==> config.mk <==
export PLATFORM = sky130hd
export DESIGN_NAME = audclk_gen
export DESIGN_NICKNAME = d
export VERILOG_FILES = /design/src/rtl/audclk_pkg.sv /design/src/rtl/audclk_level_sampler.sv /design/src/rtl/audclk_mn_div.sv /design/src/rtl/audclk_bit_div.sv /design/src/rtl/audclk_gen.sv
export SDC_FILE = /design/constraint.sdc
export NUM_CORES = 1
export LEC_CHECK = 0
export ABC_AREA = 1
export BUFFER_PORTS_ARGS = -buffer_cell sky130_fd_sc_hd__buf_2
export CORE_MARGIN = 1
export CORE_UTILIZATION = 57
export CTS_CLUSTER_DIAMETER = 60
export CTS_CLUSTER_SIZE = 25
export DETAILED_ROUTE_END_ITERATION = 8
export PLACE_DENSITY_LB_ADDON = 0.1
export SYNTH_ARGS = -nofsm -noshare
export SYNTH_HDL_FRONTEND = slang
export SYNTH_SLANG_ARGS = --single-unit
==> constraint.sdc <==
create_clock -name clk -period 4.6 [get_ports clk]
set_input_delay 0.23 -clock clk [delete_from_list [all_inputs] [get_ports clk]]
set_output_delay 0.23 -clock clk [all_outputs]
set_load 0.03 [all_outputs]
==> src/rtl/audclk_pkg.sv <==
package audclk_pkg;

    // Path settings held together so they are captured as one word.
    typedef struct packed {
        logic use_b;
        logic frac_en;
        logic frac_mode;
    } path_cfg_t;

    typedef enum logic {
        PATH_BYPASS = 1'b0,
        PATH_FRAC   = 1'b1
    } master_path_e;

    localparam int unsigned FRAME_HALF_DEFAULT = 32;

    function automatic master_path_e path_of(input path_cfg_t c);
        return (c.frac_en && c.frac_mode) ? PATH_FRAC : PATH_BYPASS;
    endfunction

endpackage

==> src/rtl/audclk_level_sampler.sv <==
module audclk_level_sampler (
    input  logic clk,
    input  logic rst,
    input  logic in_i,
    output logic lvl_o
);
    logic [1:0] sh_q;

    always_ff @(posedge clk) begin
        if (rst) sh_q <= '0;
        else     sh_q <= {sh_q[0], in_i};
    end

    assign lvl_o = sh_q[1];
endmodule

==> src/rtl/audclk_mn_div.sv <==
module audclk_mn_div
    import audclk_pkg::*;
#(
    parameter  int unsigned M_MAX = 512,
    parameter  int unsigned N_MAX = 8192,
    localparam int unsigned MW    = $clog2(M_MAX + 1),
    localparam int unsigned NW    = $clog2(N_MAX + 1),
    localparam int unsigned AW    = NW + 1
) (
    input  logic          clk,
    input  logic          rst,
    input  logic          load_i,
    input  logic [MW-1:0] m_i,
    input  logic [NW-1:0] n_i,
    input  path_cfg_t     cfg_i,
    input  logic          mclk_en_i,
    input  logic [1:0]    src_lvl_i,
    input  logic          ext_lvl_i,
    output logic          mclk_o,
    output logic          edge_o
);
    logic [MW-1:0] m_q;
    logic [NW-1:0] n_q;
    path_cfg_t     cfg_q;
    logic [AW-1:0] acc_q;
    logic          prev_q;
    logic          mclk_q;
    logic          edge_q;

    function automatic logic mn_legal(input logic [MW-1:0] m, input logic [NW-1:0] n);
        return (m != '0) && (n != '0) && (32'(m) <= M_MAX) && (32'(n) <= N_MAX)
            && (AW'(n) >= AW'({m, 1'b0}));
    endfunction

    logic          sel_lvl_w;
    logic          tick_w;
    logic          legal_w;
    logic          changed_w;
    logic [AW-1:0] sum_w;
    master_path_e  path_w;

    assign sel_lvl_w = cfg_q.use_b ? src_lvl_i[1] : src_lvl_i[0];
    assign tick_w    = sel_lvl_w & ~prev_q;
    assign legal_w   = mn_legal(m_q, n_q);
    assign path_w    = path_of(cfg_q);
    assign sum_w     = acc_q + AW'({m_q, 1'b0});
    assign changed_w = (m_i != m_q) || (n_i != n_q) || (cfg_i != cfg_q);

    always_ff @(posedge clk) begin
        if (rst) begin
            m_q    <= m_i;
            n_q    <= n_i;
            cfg_q  <= cfg_i;
            acc_q  <= '0;
            prev_q <= 1'b0;
            mclk_q <= 1'b0;
            edge_q <= 1'b0;
        end else begin
            edge_q <= 1'b0;
            prev_q <= sel_lvl_w;
            if (!mclk_en_i) begin
                mclk_q <= 1'b0;
            end else if (path_w == PATH_FRAC) begin
                if (!legal_w) begin
                    mclk_q <= 1'b0;
                end else if (tick_w) begin
                    if (sum_w >= AW'(n_q)) begin
                        acc_q  <= sum_w - AW'(n_q);
                        mclk_q <= ~mclk_q;
                        edge_q <= 1'b1;
                    end else begin
                        acc_q <= sum_w;
                    end
                end
            end else if (ext_lvl_i != mclk_q) begin
                mclk_q <= ext_lvl_i;
                edge_q <= 1'b1;
            end
            if (load_i) begin
                m_q   <= m_i;
                n_q   <= n_i;
                cfg_q <= cfg_i;
                if (changed_w) acc_q <= '0;
            end
        end
    end

    assign mclk_o = mclk_q;
    assign edge_o = edge_q;

    // phase stays inside one modulus period
    p_acc_below_n_r1: assert property (@(posedge clk) disable iff (rst)
        (path_w == PATH_FRAC && legal_w) |-> (acc_q < AW'(n_q)));

    // an edge strobe always accompanies a real master-clock change
    p_strobe_is_toggle_r1: assert property (@(posedge clk) disable iff (rst)
        edge_q |-> (mclk_q != $past(mclk_q)));

    // illegal ratio silences the fractional output
    p_illegal_silent_r3: assert property (@(posedge clk) disable iff (rst)
        (path_w == PATH_FRAC && !legal_w) |=> !mclk_q);

    // disabled master clock is low and quiet
    p_gate_off_r5: assert property (@(posedge clk) disable iff (rst)
        !mclk_en_i |=> (!mclk_q && !edge_q));
endmodule

==> src/rtl/audclk_bit_div.sv <==
module audclk_bit_div #(
    parameter  int unsigned DIV_MAX    = 512,
    parameter  int unsigned FRAME_BITS = 32,
    localparam int unsigned DW         = $clog2(DIV_MAX) + 1,
    localparam int unsigned FCW        = $clog2(FRAME_BITS)
) (
    input  logic          clk,
    input  logic          rst,
    input  logic          stop_i,
    input  logic [DW-1:0] div_i,
    input  logic          edge_i,
    output logic          bclk_o,
    output logic          fsync_o,
    output logic          idle_o
);
    logic [DW-1:0]  div_q;
    logic [DW-1:0]  cnt_q;
    logic [FCW-1:0] fcnt_q;
    logic           bclk_q;
    logic           fsync_q;

    logic [DW-1:0]  capped_w;
    logic           idle_w;

    assign capped_w = (32'(div_i) > DIV_MAX - 1) ? DW'(DIV_MAX - 1) : div_i;
    assign idle_w   = !bclk_q && stop_i;

    always_ff @(posedge clk) begin
        if (rst) begin
            div_q   <= capped_w;
            cnt_q   <= '0;
            fcnt_q  <= '0;
            bclk_q  <= 1'b0;
            fsync_q <= 1'b0;
        end else if (idle_w) begin
            div_q   <= capped_w;
            cnt_q   <= '0;
            fcnt_q  <= '0;
            fsync_q <= 1'b0;
        end else if (edge_i) begin
            if (cnt_q == div_q) begin
                cnt_q <= '0;
                if (bclk_q) begin
                    bclk_q <= 1'b0;
                    if (fcnt_q == FCW'(FRAME_BITS - 1)) begin
                        fcnt_q  <= '0;
                        fsync_q <= ~fsync_q;
                    end else begin
                        fcnt_q <= fcnt_q + 1'b1;
                    end
                end else begin
                    bclk_q <= 1'b1;
                end
            end else begin
                cnt_q <= cnt_q + 1'b1;
            end
        end
    end

    assign bclk_o  = bclk_q;
    assign fsync_o = fsync_q;
    assign idle_o  = idle_w;

    // a parked bit clock stays low
    p_park_low_r7: assert property (@(posedge clk) disable iff (rst)
        (!bclk_q && stop_i) |=> !bclk_q);

    // the bit clock moves only on a master-clock edge
    p_move_on_edge_r6: assert property (@(posedge clk) disable iff (rst)
        !edge_i |=> $stable(bclk_q));

    // edge counter never passes the stored ratio
    p_cnt_in_range_r6: assert property (@(posedge clk) disable iff (rst)
        cnt_q <= div_q);

    // stored ratio frozen while running
    p_div_frozen_r8: assert property (@(posedge clk) disable iff (rst)
        !idle_w |=> $stable(div_q));

    // frame sync changes only with a bit-clock fall or a park
    p_fsync_on_fall_r9: assert property (@(posedge clk) disable iff (rst)
        !$stable(fsync_q) |-> ($fell(bclk_q) || $past(idle_w)));
endmodule

==> src/rtl/audclk_gen.sv <==
module audclk_gen
    import audclk_pkg::*;
#(
    parameter  int unsigned M_MAX      = 512,
    parameter  int unsigned N_MAX      = 8192,
    parameter  int unsigned DIV_MAX    = 512,
    parameter  int unsigned FRAME_BITS = FRAME_HALF_DEFAULT,
    localparam int unsigned MW         = $clog2(M_MAX + 1),
    localparam int unsigned NW         = $clog2(N_MAX + 1),
    localparam int unsigned DW         = $clog2(DIV_MAX) + 1
) (
    input  logic          clk,
    input  logic          rst,
    input  logic          src_a,
    input  logic          src_b,
    input  logic          ext_ref,
    input  logic          src_sel,
    input  logic          frac_en,
    input  logic          frac_mode,
    input  logic          mclk_en,
    input  logic [MW-1:0] m_val,
    input  logic [NW-1:0] n_val,
    input  logic [DW-1:0] bdiv,
    input  logic          bclk_stop,
    output logic          mclk_o,
    output logic          bclk_o,
    output logic          fsync_o
);
    localparam int NREF = 3;

    logic [NREF-1:0] raw_w;
    logic [NREF-1:0] lvl_w;
    path_cfg_t       cfg_w;
    logic            idle_w;
    logic            medge_w;

    assign raw_w = {ext_ref, src_b, src_a};
    assign cfg_w = '{use_b: src_sel, frac_en: frac_en, frac_mode: frac_mode};

    for (genvar i = 0; i < NREF; i++) begin : g_ref
        audclk_level_sampler u_smp (
            .clk   (clk),
            .rst   (rst),
            .in_i  (raw_w[i]),
            .lvl_o (lvl_w[i])
        );
    end

    audclk_mn_div #(.M_MAX(M_MAX), .N_MAX(N_MAX)) u_mn (
        .clk       (clk),
        .rst       (rst),
        .load_i    (idle_w),
        .m_i       (m_val),
        .n_i       (n_val),
        .cfg_i     (cfg_w),
        .mclk_en_i (mclk_en),
        .src_lvl_i (lvl_w[1:0]),
        .ext_lvl_i (lvl_w[2]),
        .mclk_o    (mclk_o),
        .edge_o    (medge_w)
    );

    audclk_bit_div #(.DIV_MAX(DIV_MAX), .FRAME_BITS(FRAME_BITS)) u_bit (
        .clk     (clk),
        .rst     (rst),
        .stop_i  (bclk_stop),
        .div_i   (bdiv),
        .edge_i  (medge_w),
        .bclk_o  (bclk_o),
        .fsync_o (fsync_o),
        .idle_o  (idle_w)
    );

    // outputs low right after a reset cycle
    p_reset_quiet_r10: assert property (@(posedge clk)
        rst |=> (!mclk_o && !bclk_o && !fsync_o));
endmodule

==> results.json <==
{
  "avgSynthCellArea_um2": 7.32,
  "dp_cells": 916,
  "p_switching_uw": 505,
  "internal_power_uw": 1080,
  "antennaDiodeCount": 0,
  "clkLatencyLatePin_ns": 0.36,
  "use_met1_pct": 35.3,
  "clock_sinks": 78,
  "fin_crit_sh_pct": 83.4,
  "switching_share_pct": 31.9,
  "synth_top_area_share_pct": 20.3,
  "dp_hpwl_mm": 10.5,
  "cpMostUsedCell": "nand2_1",
  "hp-start": "frac_en",
  "critPathMaxFanout": 23,
  "synth_common_cells": "165 x nand2_1, 113 x inv_1, 85 x nor2_1",
  "final_nets": 881,
  "area_growth_pct": 10.1,
  "worstSetupEndpointType": "flip-flop",
  "cp_cell_sequence": "ha_1, inv_1, fa_1, o21ai_0, nand2_1, nand3_1, nand2_1, nand2_1, inv_1, nand2_1, nand2_1, ha_1, nand2_1, inv_1, nand2_1, nor2_1, a21oi_2, nand3_4, nand2_1, nand2_1, nand2_1, nand2_1, nand2_1, nor2_1",
  "h-tree-depth": 3,
  "synthCells": 746,
  "synthFlopType": "dfxtp_1",
  "grt_pass1_vias": 4784,
  "vias": 5068,
  "start_util_pct": 59.1,
  "setup_viol_count_final": 0,
  "postCtsHoldBufs": 0,
  "syn_nets": 829,
  "globalplace.congestion": 0.986,
  "critPathKind": "reg2reg",
  "clockPowerShare_pct": 32.5,
  "cts_resized": 0,
  "hold_path_class": "in2reg",
  "grt_pass1_wl_mm": 21.5,
  "max-vdd-ir-drop_mv": 0.167,
  "regToRegStartpoint": "u_mn.m_q[0]$_DFFE_PP_",
  "drv_cap": 0,
  "clock_skew_ns": 0.0138,
  "synth_area_leaders": "edfxtp_1 20%, dfxtp_1 15%, nand2_1 11%",
  "die-area_um2": 9980,
  "numCtsBuffers": 9,
  "fin_tns_setup_ns": 0,
  "dr.first_iter.drc_count": 294,
  "overflow": 0,
  "crit_buf_inv": 3,
  "wl_mm": 13.0,
  "port_buffers": 46,
  "slew_viol_final": 0,
  "leakagePower_uw": 0.00282,
  "clockBufferDepth": 2,
  "grt_max_degree": 31,
  "synth_area_um2": 5460,
  "gr-usage-met3_pct": 4.60,
  "cp.arrival_ns": 4.10,
  "grt_util_met2_pct": 46.3,
  "worstMarginPinSlew_ns": 0.871,
  "ioPinCount": 47,
  "fin_cells": 932,
  "die_y_um": 99.9,
  "period_minus_slack_ns": 3.84,
  "holdPathEnd": "u_mn.cfg_q[1]$_DFFE_PP_",
  "timing.fmax_mhz": 261,
  "routed_via_density": 5.44,
  "clk_pin_slew_ns": 0.10,
  "core_area_um2": 9240,
  "clockRootBuffer": "clkbuf_8",
  "post_cts_buffers": 0,
  "synth_edf_count": 37,
  "hold_depth": 1,
  "drive_gt1_share_pct": 14.6,
  "r2r_slack_ns": 0.76,
  "max_stage_delay_ns": 0.42,
  "relSlewSlack_pct": 41.8,
  "slowest_stage": "fa_1",
  "ys_seq_area_share_pct": 35.4,
  "synth_most_common_cell": "nand2_1",
  "r2r-end": "u_mn.mclk_o$_SDFFE_PP0P_",
  "ys_warn_count": 0,
  "ant_nets": 0,
  "critical_path.top_delay_family": "simple AND/OR/NAND/NOR gates",
  "rows": 35,
  "yosysTopAreaCell": "edfxtp_1",
  "route.detailed.wl_per_inst_um": 14.0,
  "comb_power_share_pct": 18.4,
  "busiest_layer": "met2",
  "power_frac_seq_pct": 49.1,
  "cellPowerDensity_nw_per_um2": 263,
  "status": "finished clean",
  "grt_antenna_before_repair": 0,
  "rsz0062_at_grt": "false",
  "ys_seq_elements": 78,
  "die_x_um": 99.9,
  "grt_usage_pct": 27.5,
  "async_flop_share_pct": 0,
  "hold_violations": 0,
  "reg2reg_depth": 24,
  "required_ns": 4.86,
  "cts_tree": "done",
  "first_pass_iters": 5,
  "cp-start-kind": "flip-flop",
  "drc": 0,
  "whs_ns": 0.0540,
  "ys_types": 48
}
## how the worst max path moves through the flow
stage / startpoint / endpoint / slack (ns) / cells after the start
final: u_mn.m_q[0]$_DFFE_PP_ / u_mn.mclk_o$_SDFFE_PP0P_ / 0.76 / 24
after global routing: u_mn.m_q[0]$_DFFE_PP_ / u_mn.mclk_o$_SDFFE_PP0P_ / 0.41 / 23
after CTS: u_mn.m_q[0]$_DFFE_PP_ / u_mn.mclk_o$_SDFFE_PP0P_ / 0.79 / 24
after detailed placement: u_mn.m_q[0]$_DFFE_PP_ / u_mn.mclk_o$_SDFFE_PP0P_ / 0.79 / 24
after global placement: u_mn.m_q[0]$_DFFE_PP_ / u_mn.acc_q[12]$_SDFF_PP0_ / 0.95 / 22
after floorplan: u_mn.m_q[0]$_DFFE_PP_ / u_mn.acc_q[13]$_SDFF_PP0_ / 1.40 / 23
## cells in the final DEF, fill, tap and decap left out, types with 9 or more instances in the layout
cell,n
xor2_1,14
edfxtp_1,37
nor2_1,85
nor3_1,14
xnor2_1,10
o21ai_0,21
nand3_1,49
buf_2,46
inv_1,113
or2_2,31
nand4_1,26
nand2_1,165
ha_1,37
dfxtp_1,41
a21oi_1,34
clkbuf_8,9
## power by group through the flow
stage          Combinational (uW)  Clock [uW]  Sequential [uW]
4_1_cts                       287         527              777
3_3_place_gp                  278           0              792
3_5_place_dp                  286           0              793
5_1_grt                       327         550              780
6_report                      290         514              777
2_1_floorplan                 204           0              785
## registers in the layout (all words and copies together), names as in the netlist
name / flops
u_bit.fcnt_q: 5
u_bit.fsync_o: 1
u_mn.n_q: 14
u_mn.edge_o: 1
g_ref.u_smp.sh_q: 6
u_bit.div_q: 10
u_bit.cnt_q: 10
u_bit.bclk_o: 1
u_mn.mclk_o: 1
u_mn.acc_q: 15
u_mn.prev_q: 1
u_mn.cfg_q: 3
u_mn.m_q: 10
## cell families after synthesis
logic type	Yosys count	synth area share (%)
xor+xnor	24	3.85
flops	78	35.4
fa+ha+maj	39	9.21
other cells	1	0.0687
buf+inv	122	8.89
compound gates	84	8.93
mux	1	0.183
simple gates	397	33.5
## cell type report
type / count / area, um2
fillers: 861 / 3220
multi-input cells: 546 / 3040
flip-flops and latches: 78 / 1930
inverters: 114 / 428
repair buffers: 49 / 253
well taps: 129 / 161
clock buffers: 9 / 124
clock inverters: 7 / 73.8
## metrics by stage
step           instance area, um2  power (uW)  setup WS, ns  util, %
2_1_floorplan                5460         989          1.40        -
3_5_place_dp                 5820        1080         0.789     63.0
6_report                     6020        1580         0.764     65.1
3_3_place_gp                 5820        1070         0.952     63.0
4_1_cts                      6020        1590         0.786     65.1
5_1_grt                      6020        1660         0.407     65.1
## layer usage
metal | wire length (um) | vias to the layer above
met5 | 0 | -
met4 | 311 | 0
met3 | 757 | 33
met2 | 6250 | 161
met1 | 5730 | 2321
li1 | - | 2553
Power figures use the tool's default switching activity.
